[src/rtl/pfx_pkg.sv]
package pfx_pkg;

   typedef enum logic [2:0] {
      IC_PLAIN      = 3'd0,
      IC_PFX_BANK0  = 3'd1,
      IC_PFX_NOFLAG = 3'd2,
      IC_FLAGOP     = 3'd3,
      IC_MASKSET    = 3'd4,
      IC_SWINT      = 3'd5,
      IC_IRET       = 3'd6,
      IC_CTXJMP     = 3'd7
   } icls_e;

   // number of tracked prefix kinds; index 0 = bank zero, 1 = no flag
   localparam int NUM_PFX = 2;

   function automatic logic f_is_prefix(input icls_e c);
      return (c == IC_PFX_BANK0) || (c == IC_PFX_NOFLAG);
   endfunction

   // classes that leave a pending prefix untouched
   function automatic logic f_keeps_prefix(input icls_e c);
      return f_is_prefix(c) || (c == IC_FLAGOP) || (c == IC_MASKSET);
   endfunction

   // classes whose CCR update is never masked
   function automatic logic f_ccr_forced(input icls_e c);
      return (c == IC_SWINT) || (c == IC_IRET) || (c == IC_CTXJMP);
   endfunction

endpackage

[src/rtl/pfx_state.sv]
module pfx_state
   import pfx_pkg::*;
(
   input  logic              clk,
   input  logic              rst_n,
   input  logic              dec_valid,
   input  icls_e             icls,
   input  logic              irq_entry,
   output logic [NUM_PFX-1:0] pend
);

   for (genvar g = 0; g < NUM_PFX; g++) begin : g_pfx
      localparam icls_e SET_CODE = (g == 0) ? IC_PFX_BANK0 : IC_PFX_NOFLAG;

      always_ff @(posedge clk) begin
         if (!rst_n) begin
            pend[g] <= 1'b0;
         end else if (irq_entry) begin
            pend[g] <= 1'b0;
         end else if (dec_valid) begin
            if (icls == SET_CODE) begin
               pend[g] <= 1'b1;
            end else if (!f_keeps_prefix(icls)) begin
               pend[g] <= 1'b0;
            end
         end
      end
   end

endmodule

[src/rtl/pfx_bank_map.sv]
module pfx_bank_map #(
   parameter int ADDR_W     = 24,
   parameter int PTR_W      = 5,
   parameter int BANK_BYTES = 16,
   parameter int BANK_BASE  = 'h180
) (
   input  logic                          force0,
   input  logic [PTR_W-1:0]              ptr,
   input  logic [$clog2(BANK_BYTES)-1:0] idx,
   output logic [ADDR_W-1:0]             addr
);

   localparam int IDX_W = $clog2(BANK_BYTES);
   localparam int SPAN  = BANK_BYTES << PTR_W;

   if ((1 << IDX_W) != BANK_BYTES) begin : g_bad_bytes
      $error("BANK_BYTES must be a power of two");
   end
   if (PTR_W + IDX_W > ADDR_W) begin : g_bad_width
      $error("bank space does not fit in ADDR_W");
   end

   logic [PTR_W-1:0]  p_eff;
   logic [ADDR_W-1:0] off;

   assign p_eff = force0 ? '0 : ptr;
   assign off   = ADDR_W'({p_eff, idx});

   if ((BANK_BASE % SPAN) == 0) begin : g_aligned
      assign addr = ADDR_W'(BANK_BASE) | off;
   end else begin : g_offset
      assign addr = ADDR_W'(BANK_BASE) + off;
   end

endmodule

[src/rtl/pfx_ccr_gate.sv]
module pfx_ccr_gate
   import pfx_pkg::*;
(
   input  logic  dec_valid,
   input  icls_e icls,
   input  logic  ccr_req,
   input  logic  noflag_pend,
   output logic  ccr_we
);

   logic masked;

   always_comb begin
      masked = noflag_pend && !f_keeps_prefix(icls) && !f_ccr_forced(icls);
      ccr_we = dec_valid && ccr_req && !f_is_prefix(icls) && !masked;
   end

endmodule

[src/rtl/pfx_track.sv]
module pfx_track
   import pfx_pkg::*;
#(
   parameter int ADDR_W     = 24,
   parameter int PTR_W      = 5,
   parameter int BANK_BYTES = 16,
   parameter int BANK_BASE  = 'h180
) (
   input  logic                          clk,
   input  logic                          rst_n,
   input  logic                          dec_valid,
   input  logic [2:0]                    dec_class,
   input  logic [PTR_W-1:0]              bank_ptr,
   input  logic [$clog2(BANK_BYTES)-1:0] reg_idx,
   input  logic                          irq_entry,
   input  logic                          ccr_req,
   input  logic                          stack_flag,
   output logic [ADDR_W-1:0]             reg_addr,
   output logic                          ccr_we,
   output logic                          sys_stack
);

   icls_e              icls;
   logic [NUM_PFX-1:0] pend;
   logic               force0;

   assign icls   = icls_e'(dec_class);
   assign force0 = pend[0] && (icls == IC_PLAIN);

   pfx_state u_state (
      .clk       (clk),
      .rst_n     (rst_n),
      .dec_valid (dec_valid),
      .icls      (icls),
      .irq_entry (irq_entry),
      .pend      (pend)
   );

   pfx_bank_map #(
      .ADDR_W     (ADDR_W),
      .PTR_W      (PTR_W),
      .BANK_BYTES (BANK_BYTES),
      .BANK_BASE  (BANK_BASE)
   ) u_map (
      .force0 (force0),
      .ptr    (bank_ptr),
      .idx    (reg_idx),
      .addr   (reg_addr)
   );

   pfx_ccr_gate u_gate (
      .dec_valid   (dec_valid),
      .icls        (icls),
      .ccr_req     (ccr_req),
      .noflag_pend (pend[1]),
      .ccr_we      (ccr_we)
   );

   assign sys_stack = stack_flag || (dec_valid && (icls == IC_IRET));

endmodule

[config.mk]
export PLATFORM = sky130hd
export DESIGN_NAME = pfx_track
export DESIGN_NICKNAME = d
export VERILOG_FILES = /design/src/rtl/pfx_pkg.sv /design/src/rtl/pfx_state.sv /design/src/rtl/pfx_bank_map.sv /design/src/rtl/pfx_ccr_gate.sv /design/src/rtl/pfx_track.sv
export SDC_FILE = /design/constraint.sdc
export NUM_CORES = 1
export LEC_CHECK = 0
export CAP_MARGIN = 20
export CORE_AREA = 2 2 39 41
export CTS_BUF_LIST = sky130_fd_sc_hd__clkbuf_2
export CTS_CLUSTER_DIAMETER = 150
export CTS_CLUSTER_SIZE = 16
export DETAILED_ROUTE_END_ITERATION = 8
export DIE_AREA = 0 0 41 43
export MAX_ROUTING_LAYER = met4
export PLACE_DENSITY = 0.89
export SYNTH_ARGS = -nofsm -noshare
export SYNTH_HDL_FRONTEND = slang
export SYNTH_SLANG_ARGS = --single-unit
[constraint.sdc]
create_clock -name clk -period 1.96 [get_ports clk]
set_input_delay 0.196 -clock clk [delete_from_list [all_inputs] [get_ports clk]]
set_output_delay 0.196 -clock clk [all_outputs]
set_load 0.02 [all_outputs]
==> out/results.ini, run 1 <==
[yosys]
netlist-cell-type-count=20
yosysTopAreaCell=buf_4
synth.area.top_cells=buf_4, dfxtp_1, and2_1, nand3b_1, or4b_4
synthCells=48
synth_warnings=0
synthesis.area_um2=355
netlist.area_leader.share_pct=38.0
synth_seq_cells=2
yosysSeqAreaShare_pct=11.3
syn_avg_cell_area_um2=7.40

[global_routing]
grt_usage_pct=9.97
grt_max_degree=9
antenna_found_initial=0
grt-ovfl-total=0
grt_pass1_wl_um=1100
grt_pass1_vias=288

[drt]
route.detailed.drc=0
drt-initial-drc-count=0
route.vias.total=365
antenna_left=0
vias_per_cell=4.10
first_pass_iters=1
wl_um=786
wl_per_cell_um=8.83

[clock_tree]
hold_buffers=0
cts_tree=done
cts.sinks=2
clk_latency_ps=190
htreeDepth=1
cts_buffers=3
cts_buffer_depth=2
root_buffer=clkbuf_2

[cells_and_area]
fin_util_pct=38.5
final_cell_area_um2=533
largest_reg_flops=2
regMostFlops=u_state.pend
drive_above_1_share_pct=21.9
largest_registers=u_state.pend x2
fin_nets=94
num_antenna_cells=0
area_growth_pct=50.0

[pwr]
total_power_uw=211
power_frac_seq_pct=19.9
vdd_drop_max_v=0.000198
power.leakage_nw=0.269
p_per_area_nw_per_um2=396
p_switching_uw=81.9
p_clk_share_pct=30.7
intPower_uw=129
swShare_pct=38.8
comb_power_share_pct=49.4

[placed_design]
dp_hpwl_um=634
numPortBuffers=21
pre_cts_slack_ps=-410
place_area_um2=544
place.gp.congestion=0.580

[worst_setup_path]
required_ps=1760
crit_type=in -> out
start_kind=input pin
cp.arrival_ps=1700
end_kind=primary output
path_max_fanout=3

[timing]
setup_slack_ps=63.9
layout_min_cycle_time_ps=1900
skew_ps=0
fmax_mhz=527
final-hold-violation-count=0
rsz0062_at_grt=false
setup_violations=0
fin_crit_sh_pct=96.7
slew_violations=0

[floorplan]
num_rows=14
core_um2=1380
die_h_um=43
pin_count=44
start_util_pct=25.7
die_x_um=41
dieArea_um2=1760

[job]
cap_violations=0

[hold_path]
hold_class=in -> out

[run_status]
status=finished, final reports clean

[layer usage]
layer | track usage (%) | share of wire [%]
met5 | - | 0
met1 | 8.65 | 31
met3 | 9.42 | 27
met4 | 4.00 | 0
met2 | 14.4 | 42
[final timing paths]
kind                                                     end  slack (ps)  cells after the start                    startpoint
worst max-delay path                             reg_addr[8]          60                      6                  dec_class[0]
worst min-delay path                             reg_addr[3]         390                      0                    reg_idx[3]
worst max register to register  u_state.pend[1]$_SDFFE_PP0P_        1110                      3  u_state.pend[1]$_SDFFE_PP0P_
worst min register to register  u_state.pend[1]$_SDFFE_PP0P_         500                      2  u_state.pend[1]$_SDFFE_PP0P_
[cell families (layout without fill, tap and decap cells)]
group	Yosys count	in the layout	synth area share, %
other cells	1	14	1.06
simple gates	15	15	29.2
compound gates	8	8	13.7
buf+inv	21	33	41.2
flops	2	2	11.3
fa+ha+maj	1	1	3.52
[power groups by stage]
stage | Combinational (mW) | Sequential [mW] | Clock, mW
finish | 0.104 | 0.0419 | 0.0648
global route | 0.114 | 0.0418 | 0.0769
CTS | 0.106 | 0.0419 | 0.0703
detailed placement | 0.112 | 0.0424 | 0
global placement | 0.110 | 0.0424 | 0
floorplan | 0.0865 | 0.0423 | 0
[cell type report]
cell class                      instances  area, um^2
Tap cell                               16        20.0
Inverter                                3        11.3
Timing Repair Buffer                   27         229
Fill cell                             156         851
Multi-Input combinational cell         38         218
Clock buffer                            3        15.0
Sequential cell                         2        40.0
[metrics by stage]
stage          setup TNS [ps]  instances  hold slack, ps
6_report                    0         89             392
5_1_grt                     0         89             392
4_1_cts                     0         89             392
3_5_place_dp            -1540         86             392
3_3_place_gp            -1340         86             392
2_1_floorplan               0         61             350
[cells in the mapped netlist]
cell type / n
o21ai_0: 2
a31oi_1: 2
conb_1: 1
or4b_4: 1
a21oi_1: 2
nand2b_1: 1
a31o_2: 1
and2_1: 3
nand3b_1: 2
and2b_1: 1
dfxtp_1: 2
and4bb_1: 1
ha_1: 1
and3_1: 1
nand2_1: 2
inv_1: 3
nor2_1: 1
o31ai_1: 1
buf_4: 18
nor2b_1: 2
[critical path: stages]
cell,delay (ps)
clkdlybuf4s50_1,430
or4b_4,560
nand2_1,100
ha_1,230
inv_1,50
buf_4,130
[timing repair]
item	4_1_cts	5_1_grt
setup endpoints to repair	8	5
gates resized for setup	18	5
setup buffers	0	0
pin swaps	0	0
[placed cells by master, fill, tap and decap left out]
cell	count
conb_1	14
clkdlybuf4s50_1	13
buf_4	7
clkbuf_2	4
and2_1	3
inv_1	3
dlygate4sd2_1	3
buf_2	3
nand2_1	2
a21oi_1	2
nor2b_1	2
o21ai_0	2
a31oi_1	2
nand3b_1	2
dfxtp_1	2
or4b_4	1
and2b_1	1
a31o_2	1
o31ai_1	1
and3_1	1
nor2_1	1
and4bb_1	1
nand2b_1	1
ha_1	1
Power figures use the tool's default switching activity.
==> inputs of run 2 (changes only) <==
--- a/config.mk
+++ b/config.mk
@@ -6,14 +6,15 @@
 export NUM_CORES = 1
 export LEC_CHECK = 0
 export CAP_MARGIN = 20
-export CORE_AREA = 2 2 39 41
+export CORE_MARGIN = 2
+export CORE_UTILIZATION = 30
 export CTS_BUF_LIST = sky130_fd_sc_hd__clkbuf_2
 export CTS_CLUSTER_DIAMETER = 150
-export CTS_CLUSTER_SIZE = 16
+export CTS_CLUSTER_SIZE = 24
 export DETAILED_ROUTE_END_ITERATION = 8
-export DIE_AREA = 0 0 41 43
 export MAX_ROUTING_LAYER = met4
-export PLACE_DENSITY = 0.89
+export PLACE_DENSITY = 0.94
 export SYNTH_ARGS = -nofsm -noshare
 export SYNTH_HDL_FRONTEND = slang
+export SYNTH_HIERARCHICAL = 1
 export SYNTH_SLANG_ARGS = --single-unit
==> run 2 against run 1 <==
Net effect: via count did not move; wire length rose by 32%; global-route usage rose by 3.2 points; power up 1.2%.
==> out/results.ini, run 2 <==
[global_routing]
grt_usage_pct=13.2
grt_max_degree=9
grt_pass1_wl_um=1280
grt-ovfl-total=0
antenna_found_initial=0
grt_pass1_vias=336

[drt]
drt-initial-drc-count=2
route.detailed.drc=0
first_pass_iters=3
antenna_left=0
route.vias.total=365
wl_per_cell_um=12.2
wl_um=1040
vias_per_cell=4.29

[yosys]
synth_flop_cell=dfxtp_1
netlist.area_leader.share_pct=34.6
async_flop_share_pct=0
synth_common_cells=buf_4, nand2b_1, or4bb_1
synth_warnings=6
synthesis.area_um2=390
synth_edf_count=0
yosysSeqAreaShare_pct=10.3
synth.area.top_cells=buf_4, or4bb_1, dfxtp_1, a41oi_2, nand2b_1
synth_seq_cells=2
yosysTopAreaCell=buf_4
syn_avg_cell_area_um2=8.31
synth.most_common_cell=buf_4
synthCells=47
netlist-cell-type-count=15

[pwr]
vdd_drop_max_v=0.000162
comb_power_share_pct=50.7
p_switching_uw=84.2
power.leakage_nw=0.264
intPower_uw=129
swShare_pct=39.5
p_per_area_nw_per_um2=368
p_clk_share_pct=29.5
power_frac_seq_pct=19.8

[timing]
tns_ps=0
skew_ps=0
fin_crit_sh_pct=96.7
layout_min_cycle_time_ps=1890
fmax_mhz=528
rsz0062_at_grt=false
final-hold-violation-count=0
setup_violations=0
slew_violations=0
fin_hold_ws_ps=392

[clock_tree]
cts.sinks=2
cts_buffer_depth=2
clk_latency_ps=190
cts_buffers=3
cts_tree=done
htreeDepth=1
root_buffer=clkbuf_2

[cells_and_area]
final_cell_area_um2=581
largest_reg_flops=2
nFillCells=122
fin_nets=92
num_antenna_cells=0
largest_registers=u_state/pend x2
regMostFlops=u_state/pend
area_growth_pct=48.7
final_cell_mix=clkdlybuf4s50_1, conb_1, dlygate4sd2_1, buf_4, nand2b_1
drive_above_1_share_pct=16.9

[placed_design]
place.gp.congestion=0.587
dp_hpwl_um=796
numPortBuffers=21
place_area_um2=562

[hold_path]
min-delay-start=reg_idx[2]
hold_class=in -> out

[floorplan]
die_x_um=40.1
pin_count=44
dieArea_um2=1610
die_h_um=40.1
num_rows=12
start_util_pct=33.8
core_um2=1160

[worst_setup_path]
end_kind=primary output
crit_type=in -> out
crit_start=dec_class[2]
path_max_fanout=3
start_kind=input pin
r2r-start=u_state/pend[0]$_SDFFE_PP0P_
cp.arrival_ps=1700
required_ps=1760

[job]
cap_violations=0

[run_status]
status=finished, final reports clean

-- run 2: worst paths after layout --
path / endpoint / slack (ps) / cells past startpoint
setup / recovery: reg_addr[9] / 70 / 6
hold / removal: reg_addr[2] / 390 / 0
hold reg to reg: u_state/pend[1]$_SDFFE_PP0P_ / 560 / 2
setup reg to reg: u_state/pend[0]$_SDFFE_PP0P_ / 870 / 2
-- run 2: repair_timing --
action                                  in CTS  in global routing
resized for setup                            7                  3
pin swaps                                    1                  0
hold buffers                                 0                  0
setup buffers                                1                  0
endpoints found under the setup margin       4                  1
-- run 2: area by class of cell --
type                    instances  area (um^2)  share of cell area [%]
multi-input cells              37          262                    45.0
repair buffers                 26          235                    40.5
flip-flops and latches          2         40.0                    6.90
well taps                      14         17.5                    3.02
clock buffers                   3         15.0                    2.59
inverters                       3         11.3                    1.94
-- run 2: kinds of logic after synthesis --
logic type | Yosys count | share of synthesized area, %
other cells | 1 | 0.961
buf+inv | 21 | 37.5
flops | 2 | 10.3
simple gates | 17 | 34.6
fa+ha+maj | 1 | 3.20
compound gates | 5 | 13.5
-- run 2: metal layers --
layer | vias to the layer above | share of wire, % | track usage [%] | wire, um
li1 | 178 | - | - | -
met1 | 169 | 34 | 9.15 | 351
met2 | 18 | 58 | 26.6 | 605
met3 | 0 | 7.9 | 3.33 | 82
met4 | 0 | 0 | 10.3 | 0
met5 | - | 0 | - | 0
-- run 2: stage by stage --
stage / util [%] / power, mW / std cells / setup WS [ps]
5_1_grt: 50.2 / 0.226 / 85 / 35.0
3_3_place_gp: 48.6 / 0.152 / 81 / -228
3_5_place_dp: 48.6 / 0.154 / 81 / -287
2_1_floorplan: - / 0.129 / 60 / 426
4_1_cts: 49.8 / 0.214 / 85 / 3.84
6_report: 50.2 / 0.213 / 85 / 65.5
-- run 2: worst max-delay path: stages --
cell             delay, ps
clkdlybuf4s50_1        460
nor4b_4                320
nand2b_1               180
ha_1                   190
inv_1                   40
dlygate4sd2_1          310
-- run 2: power groups by stage --
stage,combinational [mW],clock (mW),sequential [mW]
after floorplan,0.0862,0,0.0425
after global placement,0.109,0,0.0426
after detailed placement,0.112,0,0.0427
after CTS,0.106,0.0667,0.0422
after global routing,0.114,0.0701,0.0422
final,0.108,0.0630,0.0422
